## config.mk

```make
export PLATFORM = sky130hd
export DESIGN_NAME = pwm5_mod
export DESIGN_NICKNAME = d
export VERILOG_FILES = /design/src/rtl/pwm5_pkg.sv /design/src/rtl/pwm5_carrier.sv /design/src/rtl/pwm5_decide.sv /design/src/rtl/pwm5_balance.sv /design/src/rtl/pwm5_leg.sv /design/src/rtl/pwm5_mod.sv
export SDC_FILE = /design/constraint.sdc
export NUM_CORES = 1
export LEC_CHECK = 0
export ABC_AREA = 1
export BUFFER_PORTS_ARGS = -buffer_cell sky130_fd_sc_hd__buf_2
export CAP_MARGIN = 20
export CORE_MARGIN = 2
export CORE_UTILIZATION = 50
export CTS_BUF_LIST = sky130_fd_sc_hd__clkbuf_4
export DETAILED_ROUTE_END_ITERATION = 8
export PLACE_DENSITY = 0.66
export SYNTH_ARGS = -nofsm -noshare
export SYNTH_HDL_FRONTEND = slang
export SYNTH_SLANG_ARGS = --single-unit
```

## constraint.sdc

```tcl
create_clock -name clk_i -period 7 [get_ports clk_i]
set_clock_uncertainty 0.2 [all_clocks]
set_input_delay 1.4 -clock clk_i [delete_from_list [all_inputs] [get_ports clk_i]]
set_output_delay 1.4 -clock clk_i [all_outputs]
set_load 0.005 [all_outputs]
```

## src/rtl/pwm5_pkg.sv

```systemverilog
package pwm5_pkg;

  // magnitude of the DC-link contribution
  typedef enum logic [1:0] {
    LV_ZERO = 2'd0,
    LV_HALF = 2'd1,
    LV_FULL = 2'd2
  } lv_mag_e;

  // absolute value of a sign-extended reference
  function automatic int ref_mag(input int r);
    return (r < 0) ? -r : r;
  endfunction

  // value that meets the carrier in the active band
  function automatic int band_cmp(input int mag, input int peak);
    return (mag > peak) ? (mag - peak) : mag;
  endfunction

  // pick the level magnitude for one carrier sample
  function automatic lv_mag_e pick_level(input int mag, input int peak, input int car);
    logic above;
    above = band_cmp(mag, peak) > car;
    if (mag > peak) return above ? LV_FULL : LV_HALF;
    return above ? LV_HALF : LV_ZERO;
  endfunction

  // signed code of the level reported to the outside
  function automatic logic signed [2:0] signed_level(input lv_mag_e m, input logic pos);
    logic signed [2:0] v;
    case (m)
      LV_FULL: v = 3'sd2;
      LV_HALF: v = 3'sd1;
      default: v = 3'sd0;
    endcase
    return pos ? v : -v;
  endfunction

endpackage

```

## src/rtl/pwm5_carrier.sv

```systemverilog
module pwm5_carrier #(
  parameter int PEAK  = 100,
  parameter int CNT_W = 7
) (
  input  logic             clk_i,
  input  logic             rst_n_i,
  output logic [CNT_W-1:0] cnt_o,
  output logic             turn_o
);

  logic rising_q;

  // turning point: valley or peak of the triangle
  assign turn_o = (cnt_o == '0) || (cnt_o == CNT_W'(PEAK));

  always_ff @(posedge clk_i) begin
    if (!rst_n_i) begin
      cnt_o    <= '0;
      rising_q <= 1'b1;
    end else if (rising_q) begin
      cnt_o <= cnt_o + 1'b1;
      if (cnt_o == CNT_W'(PEAK - 1)) rising_q <= 1'b0;
    end else begin
      cnt_o <= cnt_o - 1'b1;
      if (cnt_o == CNT_W'(1)) rising_q <= 1'b1;
    end
  end

endmodule

```

## src/rtl/pwm5_decide.sv

```systemverilog
module pwm5_decide
  import pwm5_pkg::*;
#(
  parameter int REF_W = 12,
  parameter int PEAK  = 100,
  parameter int CNT_W = 7
) (
  input  logic                    clk_i,
  input  logic                    rst_n_i,
  input  logic signed [REF_W-1:0] ref_i,
  input  logic [CNT_W-1:0]        cnt_i,
  input  logic                    turn_i,
  output logic signed [REF_W-1:0] ref_q_o,
  output logic                    pos_o,
  output lv_mag_e                 lvl_o
);

  int mag;

  // reference held constant between turning points
  always_ff @(posedge clk_i) begin
    if (!rst_n_i)    ref_q_o <= '0;
    else if (turn_i) ref_q_o <= ref_i;
  end

  assign pos_o = !ref_q_o[REF_W-1] && (ref_q_o != '0);

  always_comb begin
    mag   = ref_mag(int'(ref_q_o));
    lvl_o = pick_level(mag, PEAK, int'(cnt_i));
  end

endmodule

```

## src/rtl/pwm5_balance.sv

```systemverilog
module pwm5_balance
  import pwm5_pkg::*;
(
  input  logic                   clk_i,
  input  logic                   rst_n_i,
  input  lv_mag_e                lvl_i,
  input  logic                   pos_i,
  output logic                   up_cmd_o,
  output logic                   dn_cmd_o,
  output logic                   half_end_o,
  output logic signed [2:0]      level_o
);

  logic half_now;
  logic full_now;
  logic half_q;
  logic pick_dn_q;

  assign half_now   = (lvl_i == LV_HALF);
  assign full_now   = (lvl_i == LV_FULL);
  assign half_end_o = half_q && !half_now;

  // half level goes to one switch, full level to both
  assign up_cmd_o = full_now || (half_now && !pick_dn_q);
  assign dn_cmd_o = full_now || (half_now && pick_dn_q);

  always_ff @(posedge clk_i) begin
    if (!rst_n_i) begin
      half_q    <= 1'b0;
      pick_dn_q <= 1'b0;
      level_o   <= 3'sd0;
    end else begin
      half_q  <= half_now;
      level_o <= signed_level(lvl_i, pos_i);
      if (half_end_o) pick_dn_q <= !pick_dn_q;
    end
  end

endmodule

```

## src/rtl/pwm5_leg.sv

```systemverilog
module pwm5_leg #(
  parameter int DT_W = 6
) (
  input  logic            clk_i,
  input  logic            rst_n_i,
  input  logic            cmd_i,
  input  logic [DT_W-1:0] dead_i,
  input  logic            hold_i,
  output logic            hi_o,
  output logic            lo_o,
  output logic            busy_o
);

  logic            cur_q;
  logic [DT_W-1:0] left_q;

  // leg is in a blanking gap this cycle
  assign busy_o = (cmd_i != cur_q) || (left_q != '0);

  always_ff @(posedge clk_i) begin
    if (!rst_n_i) begin
      cur_q  <= 1'b0;
      left_q <= '0;
      hi_o   <= 1'b0;
      lo_o   <= 1'b0;
    end else if (cmd_i != cur_q) begin
      cur_q  <= cmd_i;
      left_q <= dead_i;
      hi_o   <= 1'b0;
      lo_o   <= 1'b0;
    end else if (left_q != '0) begin
      left_q <= left_q - 1'b1;
      hi_o   <= 1'b0;
      lo_o   <= 1'b0;
    end else begin
      hi_o <= cur_q && !hold_i;
      lo_o <= !cur_q && !hold_i;
    end
  end

endmodule

```

## src/rtl/pwm5_mod.sv

```systemverilog
module pwm5_mod
  import pwm5_pkg::*;
#(
  parameter int REF_W    = 12,
  parameter int CAR_PEAK = 100,
  parameter int DT_W     = 6
) (
  input  logic                    clk_i,
  input  logic                    rst_n_i,
  input  logic signed [REF_W-1:0] ref_i,
  input  logic [DT_W-1:0]         dead_i,
  output logic [7:0]              gate_o,
  output logic signed [2:0]       level_o
);

  localparam int CNT_W = $clog2(CAR_PEAK + 1);
  localparam int NLEG  = 4;

  logic [CNT_W-1:0]        car_cnt;
  logic                    car_turn;
  logic signed [REF_W-1:0] ref_held;
  logic                    ref_pos;
  lv_mag_e                 lvl_pick;
  logic                    up_cmd;
  logic                    dn_cmd;
  logic                    half_end;
  logic                    hb_busy;
  logic [NLEG-1:0]         leg_cmd;
  logic [NLEG-1:0]         leg_hold;
  logic [NLEG-1:0]         leg_busy;
  logic [NLEG-1:0]         leg_hi;
  logic [NLEG-1:0]         leg_lo;

  pwm5_carrier #(.PEAK(CAR_PEAK), .CNT_W(CNT_W)) u_car (
    .clk_i   (clk_i),
    .rst_n_i (rst_n_i),
    .cnt_o   (car_cnt),
    .turn_o  (car_turn)
  );

  pwm5_decide #(.REF_W(REF_W), .PEAK(CAR_PEAK), .CNT_W(CNT_W)) u_dec (
    .clk_i   (clk_i),
    .rst_n_i (rst_n_i),
    .ref_i   (ref_i),
    .cnt_i   (car_cnt),
    .turn_i  (car_turn),
    .ref_q_o (ref_held),
    .pos_o   (ref_pos),
    .lvl_o   (lvl_pick)
  );

  pwm5_balance u_bal (
    .clk_i      (clk_i),
    .rst_n_i    (rst_n_i),
    .lvl_i      (lvl_pick),
    .pos_i      (ref_pos),
    .up_cmd_o   (up_cmd),
    .dn_cmd_o   (dn_cmd),
    .half_end_o (half_end),
    .level_o    (level_o)
  );

  // leg 0/1: H-bridge polarity, leg 2/3: DC-link level switches
  assign leg_cmd = {dn_cmd, up_cmd, !ref_pos, ref_pos};
  assign hb_busy = leg_busy[0];

  for (genvar k = 0; k < NLEG; k++) begin : g_leg
    if (k < 2) begin : g_hb
      assign leg_hold[k] = 1'b0;
    end else begin : g_dc
      assign leg_hold[k] = hb_busy;
    end

    pwm5_leg #(.DT_W(DT_W)) u_leg (
      .clk_i   (clk_i),
      .rst_n_i (rst_n_i),
      .cmd_i   (leg_cmd[k]),
      .dead_i  (dead_i),
      .hold_i  (leg_hold[k]),
      .hi_o    (leg_hi[k]),
      .lo_o    (leg_lo[k]),
      .busy_o  (leg_busy[k])
    );

    assign gate_o[2*k]   = leg_hi[k];
    assign gate_o[2*k+1] = leg_lo[k];
  end

endmodule

```

After elaboration in Yosys (flattened, before gate mapping). Index checks and enable logic that the tools add are counted.

$add $sub $neg: 9. Magnitude comparators: 3. Equal/unequal tests: 9. Multiplexer cells: 22. Bitwise logic cells: 1. Reduce and logical (&&, ||, !) cells: 35.

Operators by type and width (number): $mux 32 (2); $mux 6 (8); $gt 32x8->1 (1); $gt 32x8->1 const B (1); $neg 12->32 (1); $sub 32x8->32 const B (1); $reduce_bool 6->1 (4); $sub 6x1->6 const B (4); $eq 7x7->1 const B (2); $lt 12x1->1 const B (1); $reduce_bool 12->1 (1); $reduce_or 3->1 (4); $logic_not 1->1 (9); $logic_and 1x1->1 (8); $reduce_bool 2->1 (4); $add 7x1->7 const B (1); $eq 7x1->1 const B (1); $logic_not 7->1 (1); $mux 7 (1); $sub 7x1->7 const B (1); $mux 2 (3); $mux 3 (2); $mux 1 (5); $logic_or 1x1->1 (4); other kinds (6) (9).

Bits in registers: 61. Input port bits: 20. Output and inout port bits: 11. Logic and storage cells: 101.

Logic depth before layout (Yosys ltp). Gate-level depths: netlist of run 1.

Depth after elaboration: 13. Gate-level depth with buffers: 36.

Cells and area by module. Synthesis of run 1 repeated with hierarchy kept, for this count alone.

Cells, all modules: 675. Area, all modules: 4377.9 um^2.

Modules (own cells, without submodules): pwm5_leg (times used 4, cells an instance 89, area an instance 578.1 um^2); pwm5_decide (times used 1, cells an instance 211, area an instance 1307.5 um^2); pwm5_carrier (times used 1, cells an instance 75, area an instance 529.3 um^2); pwm5_balance (times used 1, cells an instance 31, area an instance 221.5 um^2); pwm5_mod (times used 1, cells an instance 2, area an instance 7.5 um^2).

Worst setup path before layout of run 1. OpenSTA, ideal clock, no wires.

Kind: register -> register. Start point: register u_dec.ref_q_o[0]. End point: register g_leg[3].u_leg.left_q[5]. Data arrival time: 4.257 ns. Setup slack: 2.447 ns. Stages on the path, launching flop included: 33. Buffers on the path: 0. Clock period less this slack: 4.553 ns. Path through: dfxtp_1 inv_1 ha_1 or2_1 xor2_1 inv_1 ha_1 nand2_1 nor2_1 nand2_1 nor2_1 nand2_1 nand3_2 nand2_4 nand2_1 o21ai_0 inv_1 ha_1 a21o_1 a21oi_1 nand2_1 nand2_1 o21ai_0 nand2_1 nand3b_1 nor2_1 nand2_1 ha_1 a21oi_1 or2_2 nand2_1 inv_1 a221oi_1.

Cells in the longest elaborated chain, start to end: 13. Elaborated cells between the ends (all ways): 19. Classes of those cells: add/sub: 2; order compare: 3; eq/ne: 3; mux: 8; reduce/logical: 3.

RTL lines: start, declared (line pwm5_decide.sv:13) `output logic signed [REF_W-1:0] ref_q_o,`; start signal, assigned (line pwm5_decide.sv:23) `else if (turn_i) ref_q_o <= ref_i;`; $neg 12->32 / $lt 12x1->1 (equally long branches) (line pwm5_pkg.sv:12) `return (r < 0) ? -r : r;`; $mux 32 * (line pwm5_pkg.sv:12); $sub 32x8->32 / $gt 32x8->1 (equally long branches) (line pwm5_pkg.sv:17, pwm5_pkg.sv:24); $mux 32 (line pwm5_pkg.sv:17) `return (mag > peak) ? (mag - peak) : mag;`; $gt 32x8->1 (line pwm5_pkg.sv:23) `above = band_cmp(mag, peak) > car;`; $mux 2 (2 in series) (line pwm5_pkg.sv:24) `if (mag > peak) return above ? LV_FULL : LV_HALF;`; $mux 2 * (line pwm5_pkg.sv:25) `return above ? LV_HALF : LV_ZERO;`; $eq 2x1->1 * (line pwm5_balance.sv:19) `assign half_now = (lvl_i == LV_HALF);`; via u_bal.half_now (line pwm5_balance.sv:14) `logic half_now;`; $logic_and 1x1->1 * (line pwm5_balance.sv:25) `assign dn_cmd_o = full_now || (half_now && pick_dn_q);`; $logic_or 1x1->1 * (line pwm5_balance.sv:25); $ne 1x1->1 * (line pwm5_leg.sv:26) `end else if (cmd_i != cur_q) begin`; $mux 6 / $reduce_bool 2->1 (equally long branches); end signal, assigned (line pwm5_leg.sv:28) `left_q <= dead_i;`; end signal, assigned (line pwm5_leg.sv:32) `left_q <= left_q - 1'b1;`; end, declared (line pwm5_leg.sv:15) `logic [DT_W-1:0] left_q;`.

Mark *: on every way through the listed nets, which the timed path passes. The rest lies on a longest branch. The select of a mux whose other input is x is not followed. A chain may end at the register's enable or synchronous reset.

Worst setup path in the final report of run 1.
Start point: register u_dec.ref_q_o[11]. End point: register g_leg[2].u_leg.left_q[5].

Cells in the longest elaborated chain, start to end: 13. Elaborated cells between the ends (all ways): 19. Classes of those cells: add/sub: 2; order compare: 3; eq/ne: 3; mux: 8; reduce/logical: 3.

RTL lines: $neg 12->32 / $lt 12x1->1 (equally long branches) (line pwm5_pkg.sv:12); $mux 32 * (line pwm5_pkg.sv:12); $sub 32x8->32 / $gt 32x8->1 (equally long branches) (line pwm5_pkg.sv:17, pwm5_pkg.sv:24); $mux 32 (line pwm5_pkg.sv:17); $gt 32x8->1 (line pwm5_pkg.sv:23); $mux 2 (2 in series) (line pwm5_pkg.sv:24); $mux 2 * (line pwm5_pkg.sv:25); $eq 2x1->1 * (line pwm5_balance.sv:19); via u_bal.half_now (line pwm5_balance.sv:14); $logic_and 1x1->1 * (line pwm5_balance.sv:24) `assign up_cmd_o = full_now || (half_now && !pick_dn_q);`; $logic_or 1x1->1 * (line pwm5_balance.sv:24); $ne 1x1->1 * (line pwm5_leg.sv:26); $mux 6 / $reduce_bool 2->1 (equally long branches); end signal, assigned (line pwm5_leg.sv:28); end signal, assigned (line pwm5_leg.sv:32); end, declared (line pwm5_leg.sv:15).

Marks and branches as above.

==> flow_summary.json, run 1 <==
{
  "clk-insertion-delay-late_ns": 0.41,
  "drtAntennaViolNets": 0,
  "clockBufferDepth": 2,
  "antenna_cells": 0,
  "status": "complete, no violations",
  "ys_types": 42,
  "drtIter0Drc": 100,
  "die-area_um2": 7990,
  "whs_path_depth": 1,
  "syn2layout_area_growth_pct": 7.99,
  "reg2reg_to": "g_leg[2].u_leg.left_q[5]",
  "grt_pass1_vias": 2931,
  "async_flop_share": 0,
  "place_congestion": 0.836,
  "drive_above_1_share": 0.155,
  "hold_class": "flop to flop",
  "rr_worst_depth": 32,
  "synth_area_leader_cell": "dfxtp_1",
  "cts_tree": "yes",
  "min_period_over_period": 0.755,
  "max_clock_freq_mhz": 189,
  "yosysWarnings": 0,
  "die_w_um": 89.4,
  "power_leakage_uw": 0.00192,
  "path_class": "flop to flop",
  "setup_viol": 0,
  "syn_area_um2": 3650,
  "reg2reg_from": "u_dec.ref_q_o[11]",
  "synth_ff_type": "dfxtp_1",
  "arrival_ns": 5.39,
  "wirelength_um": 7730,
  "num_vias": 3263,
  "htreeDepth": 3,
  "synth.area.top_cells": "dfxtp_1, nand2_1, inv_1",
  "cts_root_buf": "clkbuf_4",
  "irDropWorstVdd_uv": 123,
  "grt.total_usage": 0.202,
  "coreArea_um2": 7180,
  "rsz0062_at_grt": "false",
  "cpMostUsedCell": "nand2_1",
  "io_pins": 31,
  "worst_pin_slew_ns": 0.674,
  "slew_viol_final": 0,
  "cts_resized": 0,
  "worstPathRequired_ns": 7.10,
  "dieHeight_um": 89.4,
  "antenna_found_initial": 0,
  "min_to": "g_leg[2].u_leg.lo_o",
  "tns_ns": 0,
  "firstDrtPassIters": 4,
  "start_kind": "flop",
  "worst_path_max_delay_cell": "dfxtp_1",
  "synth_edf_count": 0,
  "post_cts_buffers": 0,
  "finalCriticalPeriod_ns": 5.28,
  "synth_top_area_share": 0.329,
  "r2r_setup_slack_ns": 1.72,
  "cts.reportedPaths.clkPinSlew_ns": 0.11,
  "synth.most_common_cell": "nand2_1",
  "port_buffers": 30,
  "ctsHoldBuffers": 0,
  "cpPeakStageDelay_ns": 0.77,
  "relSlewSlack": 0.550,
  "yosys-top-cells-count": "nand2_1, inv_1, dfxtp_1, nor2_1, o21ai_0",
  "cts_made_buffers": 9,
  "syn_inst": 530,
  "cts_sinks": 60,
  "grt_max_degree": 33,
  "cp_max_fo": 18,
  "synth-seq-cells": 60,
  "place_hpwl_um": 5860,
  "hold_path.startpoint": "g_leg[2].u_leg.cur_q",
  "syn_area_per_cell_um2": 6.88,
  "ys_seq_area_frac": 0.329,
  "start_util": 0.508,
  "cp-end-kind": "flop",
  "synth_nets": 570,
  "rows": 31,
  "wl_per_cell_um": 11.7,
  "grt_pass1_wl_um": 12600,
  "utilization": 0.549,
  "hold_viol_final": 0,
  "cap_violations": 0,
  "power.density_nw_per_um2": 360,
  "via_per_inst": 4.95,
  "fin_nets": 595,
  "drc": 0,
  "overflow": 0
}
==> final cells by class <==
type	count	area [µm²]
Fill cell	709	3240
Multi-Input combinational cell	376	2030
Sequential cell	60	1200
Inverter	78	303
Timing Repair Buffer	30	150
Tap cell	99	124
Clock buffer	10	75.1
Clock inverter	6	55.1
==> flip-flops by register name (all words and copies together), names as in the netlist, 3 cells and up <==
signal,flops
g_leg.u_leg.hi_o,4
u_car.cnt_o,7
g_leg.u_leg.left_q,24
u_dec.ref_q_o,12
g_leg.u_leg.lo_o,4
u_bal.level_o,3
g_leg.u_leg.cur_q,4
==> worst max path at each step <==
stage                     depth (start not counted)              start                  endpoint  slack (ns)
after floorplan                                  32   u_dec.ref_q_o[0]  g_leg[3].u_leg.left_q[5]        2.45
after global placement                           31  u_dec.ref_q_o[11]  g_leg[3].u_leg.left_q[5]        2.00
after detailed placement                         31  u_dec.ref_q_o[11]  g_leg[3].u_leg.left_q[5]        1.83
after CTS                                        32  u_dec.ref_q_o[11]  g_leg[2].u_leg.left_q[5]        1.78
after global routing                             33  u_dec.ref_q_o[11]  g_leg[3].u_leg.left_q[5]        1.12
final                                            32  u_dec.ref_q_o[11]  g_leg[2].u_leg.left_q[5]        1.72
==> report_power, final <==
part	total [µW]	leakage [µW]	internal (µW)	switching, µW
combinational	695	0.00135	260	434
sequential	483	0.000495	428	54.8
clock	242	0.0000712	109	133
==> per-layer routing <==
layer  GRT usage  part of all wire
met1       0.249              0.48
met2       0.346              0.48
met3      0.0517             0.031
met4      0.0624            0.0067
met5           0                 0
==> cell usage in the layout (no fill, tap or decap), types with 2 or more instances in the layout <==
cell type	count
nand2_1	127
or2_2	2
o22ai_1	2
nand2_2	10
nor3_1	11
o21ai_1	4
nand3_2	4
o31ai_1	2
a21oi_2	4
buf_2	30
ha_1	20
nand3b_1	2
xnor2_1	3
nor2_1	48
o21ai_2	3
nor2_4	2
inv_4	2
a221oi_1	2
o21ai_0	39
or3_1	2
nand4_1	4
nand3_1	24
inv_2	4
nor2_2	4
dfxtp_1	60
clkinv_1	3
xor2_1	9
clkinv_2	2
a21o_1	2
inv_1	70
nand2_4	4
a21oi_1	34
clkbuf_4	10
==> kinds of logic (layout without fill, tap and decap cells) <==
kind of cell | after synthesis | count (layout) | share of synthesized area
adder cells (fa/ha/maj) | 20 | 20 | 0.0686
flip-flops | 60 | 60 | 0.329
AND/OR/NAND/NOR | 248 | 248 | 0.310
AO/OA/AOI/OAI | 96 | 96 | 0.149
buffers and inverters | 94 | 124 | 0.114
XOR/XNOR | 12 | 12 | 0.0288
==> stage by stage <==
stage / power (µW) / setup slack (ns) / instances / area (µm²) / hold WS, ns
finish: 1420 / 1.72 / 659 / 3940 / 0.232
global route: 1560 / 1.12 / 659 / 3940 / 0.257
CTS: 1430 / 1.78 / 659 / 3940 / 0.234
detailed placement: 1180 / 1.83 / 643 / 3810 / 0.209
global placement: 1160 / 2.00 / 643 / 3810 / 0.206
floorplan: 1050 / 2.45 / 530 / 3650 / 0.199
==> critical path, delay by kind of cell, from the launching register on <==
family | cells | cell delay (ns)
adder cells (fa/ha/maj) | 3 | 0.80
buffers and inverters | 3 | 0.27
AO/OA/AOI/OAI | 6 | 0.97
XOR/XNOR | 1 | 0.26
flip-flops | 1 | 0.77
AND/OR/NAND/NOR | 19 | 1.90
No activity file was read; power rests on OpenSTA's default activity.
==> run 2: changes to the inputs <==
--- a/config.mk
+++ b/config.mk
@@ -5,14 +5,14 @@
 export SDC_FILE = /design/constraint.sdc
 export NUM_CORES = 1
 export LEC_CHECK = 0
-export ABC_AREA = 1
+export ABC_AREA = 0
 export BUFFER_PORTS_ARGS = -buffer_cell sky130_fd_sc_hd__buf_2
 export CAP_MARGIN = 20
 export CORE_MARGIN = 2
 export CORE_UTILIZATION = 50
 export CTS_BUF_LIST = sky130_fd_sc_hd__clkbuf_4
 export DETAILED_ROUTE_END_ITERATION = 8
-export PLACE_DENSITY = 0.66
+export PLACE_DENSITY = 0.69
 export SYNTH_ARGS = -nofsm -noshare
 export SYNTH_HDL_FRONTEND = slang
 export SYNTH_SLANG_ARGS = --single-unit
==> constraint.sdc (replaced) <==
create_clock -name clk_i -period 4.68 [get_ports clk_i]
set_clock_uncertainty 0.2 [all_clocks]
set_input_delay 0.936 -clock clk_i [delete_from_list [all_inputs] [get_ports clk_i]]
set_output_delay 0.936 -clock clk_i [all_outputs]
set_load 0.005 [all_outputs]
==> run 2 against run 1 <==
Compared with the run above:
- count of clock-buffer cells in the layout decreased by 1
- clock power increased by 56%
- first-iteration DRC count decreased by 39%
- core utilization increased by 8.7 points
- cell count decreased by 16%
- routed wire length decreased by 5.1%
- critical path depth decreased by 11
==> flow_summary.json, run 2 <==
{
  "status": "complete, no violations",
  "port_buffers": 30,
  "rsz0062_at_grt": "true",
  "grt_use_met2": 0.357,
  "worst_path_max_delay_cell": "or4b_4",
  "cts_tree": "yes",
  "min_period_over_period": 0.988,
  "antenna_found_initial": 0,
  "grt.total_usage": 0.194,
  "clk-insertion-delay-late_ns": 0.42,
  "wl_per_cell_um": 13.3,
  "path_buf_inv": 2,
  "synth_nets": 449,
  "syn_area_um2": 3470,
  "syn_area_per_cell_um2": 8.49,
  "cp_max_fo": 7,
  "arrival_ns": 4.75,
  "crit_cells": 21,
  "clockBufferDepth": 2,
  "cp-end-kind": "flop",
  "setup_viol": 0,
  "irDropWorstVdd_uv": 288,
  "path_cells": "inv_2 > ha_4 > or4b_4 > o41ai_4 > xnor2_2 > a211oi_4 > a21oi_2 > xor2_1 > ha_1 > a21o_1 > a21oi_1 > a21oi_2 > o21a_1 > or3_4 > ha_4 > a21oi_4 > xnor2_2 > buf_6 > nor3_2 > a21oi_1 > nor2_1",
  "fin_cells": 551,
  "tns_ns": 0,
  "coreArea_um2": 6760,
  "synth.area.top_cells": "dfxtp_1, xnor2_1, ha_1",
  "grt_pass1_wl_um": 11700,
  "whs_path_depth": 1,
  "regMostFlops": "g_leg.u_leg.left_q",
  "ys_types": 51,
  "antenna_cells": 0,
  "path_class": "flop to flop",
  "start_kind": "flop",
  "ctsHoldBuffers": 0,
  "firstDrtPassIters": 6,
  "drtIter0Drc": 61,
  "grt_max_degree": 34,
  "cap_violations": 0,
  "seq_area_um2": 1200,
  "dp_cells": 531,
  "multi_input_area_um2": 2290,
  "hold_viol_final": 0,
  "power_leakage_uw": 0.00181,
  "synth-seq-cells": 60,
  "drive_above_1_share": 0.304,
  "synth_edf_count": 0,
  "nFillCells": 584,
  "drtAntennaViolNets": 0,
  "final_cell_mix": "nor2_1, dfxtp_1, buf_4, buf_2, xnor2_1",
  "relSlewSlack": 0.341,
  "via_per_inst": 5.36,
  "grt_use_met1": 0.212,
  "synth_top_area_share": 0.346,
  "busiest_layer": "met2",
  "async_flop_share": 0,
  "cpPeakStageDelay_ns": 0.50,
  "fin_nets": 506,
  "power.density_nw_per_um2": 631,
  "dieHeight_um": 87.3,
  "r2r_setup_slack_ns": 0.06,
  "htreeDepth": 3,
  "max_clock_freq_mhz": 216,
  "slew_viol_final": 0,
  "syn2layout_area_growth_pct": 23.8,
  "hold_class": "flop to flop",
  "rr_worst_depth": 21,
  "place_congestion": 0.875,
  "start_util": 0.514,
  "cts.reportedPaths.clkPinSlew_ns": 0.12,
  "whs_ns": 0.212,
  "utilization": 0.636,
  "drc": 0,
  "num_vias": 2954,
  "met3_usage": 0.0597,
  "grt_pass1_vias": 2728,
  "synth_ff_type": "dfxtp_1",
  "worst_pin_slew_ns": 0.980,
  "place_hpwl_um": 5120,
  "cts_made_buffers": 9,
  "top_regs": "g_leg.u_leg.left_q (24), u_dec.ref_q_o (12), u_car.cnt_o (7)",
  "overflow": 0,
  "io_pins": 31,
  "largest_reg_flops": 24,
  "wirelength_um": 7340,
  "yosys-top-cells-count": "dfxtp_1, nor2_1, a21oi_1, xnor2_1, nor3_1",
  "finalCriticalPeriod_ns": 4.62,
  "rows": 30,
  "worstPathRequired_ns": 4.81,
  "cts_sinks": 60,
  "cts_root_buf": "clkbuf_4",
  "synth_area_leader_cell": "dfxtp_1",
  "die-area_um2": 7620,
  "die_w_um": 87.3,
  "ys_seq_area_frac": 0.346,
  "p_total_uw": 2710,
  "yosysWarnings": 0,
  "cp_top_family": "compound AO/OA/AOI/OAI gates",
  "syn_inst": 409
}
==> run 2: cell count changes after synthesis, moves of 6 or more <==
| cell | delta |
|---|---|
| or3b_2 | +7 |
| o21ai_0 | -30 |
| nand2_2 | -10 |
| nor2_1 | +12 |
| mux2i_1 | +17 |
| nor3_1 | +16 |
| clkbuf_1 | +6 |
| xnor2_1 | +26 |
| nor2b_1 | +7 |
| nand3_1 | -20 |
| nand2_1 | -104 |
| inv_1 | -47 |
==> run 2: per-layer routing <==
layer,vias up,share of wire
li1,1511,-
met2,38,0.53
met1,1398,0.43
met3,7,0.036
met5,-,0
met4,0,0.0080
==> run 2: worst paths after layout <==
| check | from | to |
|---|---|---|
| max | u_dec.ref_q_o[0] | g_leg[2].u_leg.left_q[5] |
| min | g_leg[0].u_leg.cur_q | g_leg[0].u_leg.lo_o |
| max reg2reg | u_dec.ref_q_o[0] | g_leg[2].u_leg.left_q[5] |
| min reg2reg | g_leg[0].u_leg.cur_q | g_leg[0].u_leg.lo_o |
==> run 2: cells by family after synthesis <==
kind of cell,Yosys count,synth area share
AOI/OAI and AO/OA,65,0.129
xor gates and xnor gates,38,0.0959
adders and majority gates,20,0.0721
buffers and inverters,46,0.0652
DFF,60,0.346
muxes,19,0.0555
and+or+nand+nor,161,0.236
==> run 2: timing repair <==
item                       4_1_cts  5_1_grt
gates cloned                     0        1
resized for setup                9       47
buffers inserted                 1        2
pin swaps                        6       24
setup endpoints to repair       15       16
==> run 2: power by group <==
group	switching [µW]	internal, µW	total, µW	leakage [µW]
registers	102	633	736	0.000495
clock network	214	164	378	0.0000685
logic	823	774	1600	0.00125
==> run 2: cell type report <==
cell class | count | area share
Inverter | 23 | 0.0201
Clock buffer | 9 | 0.0157
Multi-Input combinational cell | 303 | 0.532
Sequential cell | 60 | 0.280
Clock inverter | 7 | 0.0175
Timing Repair Buffer | 69 | 0.111
Tap cell | 80 | 0.0233
==> run 2: stage by stage <==
step	worst slack (ns)	area (µm²)
2_1_floorplan	-0.0261	3490
3_3_place_gp	-0.0501	3850
3_5_place_dp	-0.124	3850
4_1_cts	0.0152	4060
5_1_grt	-0.150	4300
6_report	0.0552	4300
